`config.mk`:
```
export PLATFORM = sky130hd
export DESIGN_NAME = tdm_slot_mapper
export DESIGN_NICKNAME = d
export VERILOG_FILES = /design/src/rtl/tsm_pkg.sv /design/src/rtl/tsm_frame_counter.sv /design/src/rtl/tsm_slot_table.sv /design/src/rtl/tdm_slot_mapper.sv
export SDC_FILE = /design/constraint.sdc
export NUM_CORES = 2
export LEC_CHECK = 0
export BUFFER_PORTS_ARGS = -buffer_cell sky130_fd_sc_hd__buf_2
export CAP_MARGIN = 20
export CORE_MARGIN = 10
export CORE_UTILIZATION = 50
export CTS_CLUSTER_SIZE = 25
export DETAILED_ROUTE_END_ITERATION = 6
export PLACE_DENSITY = 0.7
export SLEW_MARGIN = 20
export SYNTH_ARGS = -nofsm -noshare
export SYNTH_HDL_FRONTEND = slang
export SYNTH_SLANG_ARGS = --single-unit
```
`constraint.sdc`:
```
create_clock -name clk -period 3.2 [get_ports clk]
set_input_delay 0.16 -clock clk [delete_from_list [all_inputs] [get_ports clk]]
set_output_delay 0.16 -clock clk [all_outputs]
set_load 0.02 [all_outputs]
```
`src/rtl/tsm_pkg.sv`:
```
package tsm_pkg;
    localparam int CH_W = 6;
    localparam int SLOT_BITS = 8;

    typedef struct packed {
        logic                 en;
        logic [CH_W-1:0]      chan;
        logic [SLOT_BITS-1:0] mask;
    } slot_entry_t;
endpackage

```
`src/rtl/tsm_frame_counter.sv`:
```
module tsm_frame_counter #(
    parameter int SLOTS_LONG  = 32,
    parameter int SLOTS_SHORT = 24,
    parameter int BITS        = 8,
    localparam int POS_W  = $clog2(SLOTS_LONG * BITS),
    localparam int SLOT_W = $clog2(SLOTS_LONG),
    localparam int BIT_W  = $clog2(BITS)
) (
    input  logic              clk,
    input  logic              rst_n,
    input  logic              fsync,
    input  logic              frame_mode,
    output logic [SLOT_W-1:0] cur_slot,
    output logic [BIT_W-1:0]  cur_bit,
    output logic              frame_start,
    output logic [POS_W-1:0]  pos_q_o,
    output logic              mode_q_o
);
    localparam logic [POS_W-1:0] LAST_LONG  = POS_W'(SLOTS_LONG * BITS - 1);
    localparam logic [POS_W-1:0] LAST_SHORT = POS_W'(SLOTS_SHORT * BITS - 1);

    typedef struct packed {
        logic [POS_W-1:0] pos;
        logic             mode;
    } cnt_state_t;

    cnt_state_t cnt_d, cnt_q;
    logic [POS_W-1:0] pos_eff;
    logic             mode_eff;
    logic [POS_W-1:0] last_pos;

    always_comb begin
        pos_eff     = fsync ? '0 : cnt_q.pos;
        frame_start = (pos_eff == '0);
        mode_eff    = frame_start ? frame_mode : cnt_q.mode;
        last_pos    = mode_eff ? LAST_LONG : LAST_SHORT;
        cnt_d.mode  = mode_eff;
        cnt_d.pos   = (pos_eff == last_pos) ? '0 : pos_eff + POS_W'(1);
        cur_slot    = pos_eff[POS_W-1:BIT_W];
        cur_bit     = pos_eff[BIT_W-1:0];
    end

    always_ff @(posedge clk or negedge rst_n) begin
        if (!rst_n) cnt_q <= '0;
        else        cnt_q <= cnt_d;
    end

    assign pos_q_o  = cnt_q.pos;
    assign mode_q_o = cnt_q.mode;
endmodule

```
`src/rtl/tsm_slot_table.sv`:
```
module tsm_slot_table
    import tsm_pkg::*;
#(
    parameter int SLOTS = 32,
    localparam int SLOT_W = $clog2(SLOTS)
) (
    input  logic              clk,
    input  logic              rst_n,
    input  logic              wr_en,
    input  logic [SLOT_W-1:0] wr_slot,
    input  slot_entry_t       wr_entry,
    input  logic              commit,
    input  logic [SLOT_W-1:0] rd_slot,
    output slot_entry_t       rd_entry
);
    typedef struct packed {
        slot_entry_t [SLOTS-1:0] shadow;
        slot_entry_t [SLOTS-1:0] active;
    } tbl_state_t;

    tbl_state_t tbl_d, tbl_q;

    always_comb begin
        tbl_d = tbl_q;
        // load the working copy first, so a write in this cycle waits a frame
        if (commit) tbl_d.active = tbl_q.shadow;
        if (wr_en)  tbl_d.shadow[wr_slot] = wr_entry;
        rd_entry = commit ? tbl_q.shadow[rd_slot] : tbl_q.active[rd_slot];
    end

    always_ff @(posedge clk or negedge rst_n) begin
        if (!rst_n) tbl_q <= '0;
        else        tbl_q <= tbl_d;
    end
endmodule

```
`src/rtl/tdm_slot_mapper.sv`:
```
module tdm_slot_mapper
    import tsm_pkg::*;
#(
    parameter int SLOTS_LONG  = 32,
    parameter int SLOTS_SHORT = 24,
    localparam int SLOT_W = $clog2(SLOTS_LONG),
    localparam int BIT_W  = $clog2(SLOT_BITS),
    localparam int POS_W  = $clog2(SLOTS_LONG * SLOT_BITS)
) (
    input  logic                 clk,
    input  logic                 rst_n,
    input  logic                 fsync,
    input  logic                 frame_mode,
    input  logic                 rx_bit,
    input  logic                 cfg_we,
    input  logic                 cfg_dir,
    input  logic [SLOT_W-1:0]    cfg_slot,
    input  logic                 cfg_en,
    input  logic [CH_W-1:0]      cfg_chan,
    input  logic [SLOT_BITS-1:0] cfg_mask,
    output logic                 rx_valid,
    output logic [CH_W-1:0]      rx_chan,
    output logic                 rx_data,
    output logic                 tx_req,
    output logic [CH_W-1:0]      tx_chan,
    input  logic                 tx_data,
    output logic                 tx_line
);
    localparam int DIR_RX = 0;
    localparam int DIR_TX = 1;

    logic [SLOT_W-1:0] cur_slot;
    logic [BIT_W-1:0]  cur_bit;
    logic [BIT_W-1:0]  mask_idx;
    logic              frame_start;
    logic [POS_W-1:0]  frame_pos_q;
    logic              frame_mode_q;
    slot_entry_t       wr_entry;
    slot_entry_t       ent [2];
    logic              sel [2];

    tsm_frame_counter #(
        .SLOTS_LONG (SLOTS_LONG),
        .SLOTS_SHORT(SLOTS_SHORT),
        .BITS       (SLOT_BITS)
    ) u_cnt (
        .clk        (clk),
        .rst_n      (rst_n),
        .fsync      (fsync),
        .frame_mode (frame_mode),
        .cur_slot   (cur_slot),
        .cur_bit    (cur_bit),
        .frame_start(frame_start),
        .pos_q_o    (frame_pos_q),
        .mode_q_o   (frame_mode_q)
    );

    assign wr_entry = '{en: cfg_en, chan: cfg_chan, mask: cfg_mask};
    assign mask_idx = BIT_W'(SLOT_BITS - 1) - cur_bit;

    for (genvar g = 0; g < 2; g++) begin : g_dir
        tsm_slot_table #(.SLOTS(SLOTS_LONG)) u_tbl (
            .clk     (clk),
            .rst_n   (rst_n),
            .wr_en   (cfg_we && (cfg_dir == 1'(g))),
            .wr_slot (cfg_slot),
            .wr_entry(wr_entry),
            .commit  (frame_start),
            .rd_slot (cur_slot),
            .rd_entry(ent[g])
        );
        assign sel[g] = ent[g].en && ent[g].mask[mask_idx];
    end

    typedef struct packed {
        logic            rx_valid;
        logic [CH_W-1:0] rx_chan;
        logic            rx_data;
        logic            tx_line;
    } out_state_t;

    out_state_t out_d, out_q;

    always_comb begin
        out_d.rx_valid = sel[DIR_RX];
        out_d.rx_chan  = sel[DIR_RX] ? ent[DIR_RX].chan : '0;
        out_d.rx_data  = sel[DIR_RX] ? rx_bit : 1'b0;
        out_d.tx_line  = sel[DIR_TX] ? tx_data : 1'b1;
    end

    always_ff @(posedge clk or negedge rst_n) begin
        if (!rst_n) out_q <= '{rx_valid: 1'b0, rx_chan: '0, rx_data: 1'b0, tx_line: 1'b1};
        else        out_q <= out_d;
    end

    assign rx_valid = out_q.rx_valid;
    assign rx_chan  = out_q.rx_chan;
    assign rx_data  = out_q.rx_data;
    assign tx_req   = sel[DIR_TX];
    assign tx_chan  = sel[DIR_TX] ? ent[DIR_TX].chan : '0;
    assign tx_line  = out_q.tx_line;
endmodule


```
==> results.toml <==
[timing]
max_slew_margin_pct = 18.45
fin_ws_ns = -0.9412
period_share_pct = 129.4
rsz0062_at_grt = "yes"
setup_violations = 7
hold_viol = 0
fmax_ghz = 0.2415
period_needed_ns = 4.141
worst_pin_slew_ns = 1.223
final_max_slew_viol_count = 0
fin_worst_skew_ns = 0.05070

[final_layout]
area_delta_synth_final_pct = 13.63
drive_gt1_share_pct = 26.24
nets = 7609
final_cell_area_um2 = 95120
fin_cells = 9950

[synth]
synth_compound_area_share_pct = 3.188
synthArstFlopShare_pct = 100.0
yosys_register_bits = 1938
yosysSeqAreaShare_pct = 57.93
synth_cell_types = 78
ys_warn_count = 0
synth_top_family_by_area = "multiplexers"
syn_nets = 7488
synthMuxAreaShare_pct = 20.62
synth_cells = 7458
synth_edf_count = 0
syn_area_um2 = 83710
synth_adder_area_share_pct = 0.02989
avgSynthCellArea_um2 = 11.22
yosys.area_share.simple_pct = 15.06
synth_xor_area_share_pct = 0.06277
synth_top_flop_cell = "dfrtp_1"

[setup_path]
crit_fanout = 10
r2r_slack_ns = 0.06
cp.required_ns = 3.04
worstReg2RegStart = "u_cnt.pos_q_o[5]"
worstSetupPathType = "reg2out"
r2r_end = "tx_line"
r2r_cells = 12
cp-end-kind = "output port"
worstPathArrival_ns = 3.98
start_kind = "flip-flop"

[worst_hold_path]
whs_endpoint = "g_dir[1].u_tbl.tbl_q[912]"
min-delay-path-class = "in2reg"
worstHoldPathCells = 3
min_from = "cfg_chan[4]"

[power_and_ir_drop]
power_density_nw_per_um2 = 663.4
vdd_drop_max_uv = 535.9
power.leakage_uw = 0.04729

[drt]
viasPerCell = 5.829
drt-met1-wl_um = 97760
vias = 58000
drc = 0
wl_per_cell_um = 23.59
wl_met2_um = 108000
wl_um = 234700
routed.top_layer = "met5"
drt_iter0_markers = 6043
ant_nets = 0
wl_met3_um = 17960
firstDrtPassIters = 6

[place]
io_buffers = 43
dp.cells = 9554
place_congestion = 0.9605
place_area_um2 = 87910
dp_hpwl_um = 149200

[cts]
htree_levels = 4
tritoncts = "yes"
cts_buffers = 194
clockBufferDepth = 3
clk_pin_slew_ns = 0.06
clk_latency_ns = 0.85
cts_root_buf = "clkbuf_16"
cts.sinks = 1938

[die]
io_pins = 44
rows = 150
start_util_pct = 50.17
die_width_um = 429.2
die-area_um2 = 184200
core_area_um2 = 166800
die_h_um = 429.2

[global_routing]
grt_pass1_wl_um = 360600
antenna_found_initial = 14
grt_use_total_pct = 25.15
grt.overflow.total = 0
grt_max_degree = 190
grt_pass1_vias = 58710

[flow_run]
maxCapViolCount = 0

[outcome]
violations = "negative setup slack"
status = "finished with violations"
-- stage by stage --
stage | setup TNS, ns | utilization [%] | total power, uW | hold slack [ns] | setup WS, ns
after floorplan | 0 | - | 36400 | -0.1356 | 0.2630
after global placement | -4.014 | 52.69 | 39420 | 0.2132 | -0.4008
after detailed placement | -3.748 | 52.69 | 39890 | 0.2155 | -0.3507
after CTS | -6.594 | 56.88 | 63370 | 0.009835 | -0.9483
after global routing | -7.029 | 57.01 | 65800 | 0.04689 | -1.002
final | -6.535 | 57.01 | 63100 | 0.04809 | -0.9412
-- layout make-up --
type | count | area (um^2)
clock buffers | 287 | 5634
diodes | 5 | 12.51
well taps | 2204 | 2758
multi-input cells | 4974 | 32810
repair buffers | 461 | 4393
flip-flops and latches | 1938 | 48510
fillers | 13530 | 71720
clock inverters | 71 | 972.2
inverters | 10 | 37.54
-- routing by layer --
metal  track usage, %  vias up
met3            4.985      609
met5                0        -
met4            10.84        2
li1                 -    25150
met2            39.18     2207
met1            34.38    30040
-- how the worst max path moves through the flow --
stage / from / end / cells past startpoint
global placement: u_cnt.pos_q_o[5] / tx_chan[4] / 12
CTS: u_cnt.pos_q_o[3] / tx_chan[4] / 11
detailed placement: u_cnt.pos_q_o[5] / tx_chan[4] / 12
finish: u_cnt.pos_q_o[3] / tx_chan[4] / 12
floorplan: fsync / tx_chan[0] / 14
global route: u_cnt.pos_q_o[3] / tx_chan[4] / 12
-- repair_timing --
action,4_1_cts,5_1_grt
endpoints found under the hold margin,871,12
setup buffers,6,8
hold buffers,14,2
setup endpoints to repair,16,18
pin swaps,1,2
cloned,2,1
gates resized for setup,25,15
-- where the power goes --
group	leakage [uW]	internal [uW]	total, uW	switching, uW
logic	0.0182	3810	8910	5100
registers	0.0258	28500	30800	2310
clock network	0.00325	13500	23400	9930
-- state kept, by name, indices dropped and copies added (netlist names) --
register and flops:
u_cnt.pos_q_o 8, rx_valid 1, rx_chan 6, u_cnt.mode_q_o 1, tx_line 1, g_dir.u_tbl.tbl_q 1920, rx_data 1
-- cells in the final DEF, fill, tap and decap left out, types with 8 or more instances in the layout --
cell / count
nand2b_1: 10
nor2_2: 10
a211oi_1: 18
clkbuf_8: 43
clkbuf_1: 50
and3_1: 9
clkinv_2: 38
o21ai_1: 9
a21oi_1: 77
a21o_1: 14
buf_12: 66
buf_4: 329
dlygate4sd3_1: 15
a22oi_1: 20
nor3_1: 19
nor2_1: 121
clkbuf_16: 195
mux2i_1: 115
a31oi_1: 15
bufinv_16: 15
o211ai_1: 29
nor3b_1: 17
mux2_2: 1004
dfrtp_1: 1934
nor4_1: 8
o21ai_0: 54
buf_2: 39
nand2_1: 2967
inv_1: 9
nand3b_1: 11
nand3_1: 26
o221ai_1: 34
nor2b_1: 9
o22ai_1: 24
a221oi_1: 16
mux4_2: 212
-- critical path, cell delays in order (launching register included) --
cell      delay (ns)
dfrtp_4         0.44
buf_4           0.16
buf_12          0.17
buf_4           0.18
mux4_2          0.63
nand3_1         0.14
o211ai_1        0.11
a211oi_1        0.35
o211ai_1        0.17
a32oi_4         0.38
buf_12          0.17
nor3_1          0.05
buf_4           0.18
-- cell usage after synthesis (7+ instances only) --
cell type	number	area [um^2]
mux2_2	1004	11310
buf_4	29	217.7
clkbuf_1	310	1164
mux2i_1	118	1181
nand2b_1	13	81.33
a32oi_1	7	61.31
o22ai_1	24	150.1
nor3_1	20	100.1
and3_1	9	56.30
nor2b_1	13	81.33
nor2_1	131	491.7
nor4_1	9	56.30
a22oi_1	20	150.1
nor3b_1	18	135.1
a21o_1	14	105.1
a221oi_1	18	157.7
o211ai_1	29	217.7
a211oi_1	19	142.6
o21ai_0	60	300.3
a21oi_1	77	385.4
buf_2	119	595.6
mux4_2	212	4775
buf_1	44	165.2
nand3b_1	11	82.58
inv_1	9	33.78
nand3_1	27	135.1
a31oi_1	15	93.84
dfrtp_1	1937	48470
o221ai_1	35	306.5
nand2_1	2967	11140
buf_6	28	315.3
a311oi_1	7	61.31
-- cell families (layout without fill, tap and decap cells) --
group	after synthesis	count (layout)
fa+ha+maj	2	2
buf+inv	546	829
other cells	0	5
xor+xnor	6	6
mux	1334	1334
simple gates	3252	3252
compound gates	380	380
flops	1938	1938
Note: power is estimated with default switching activity, not from simulation.
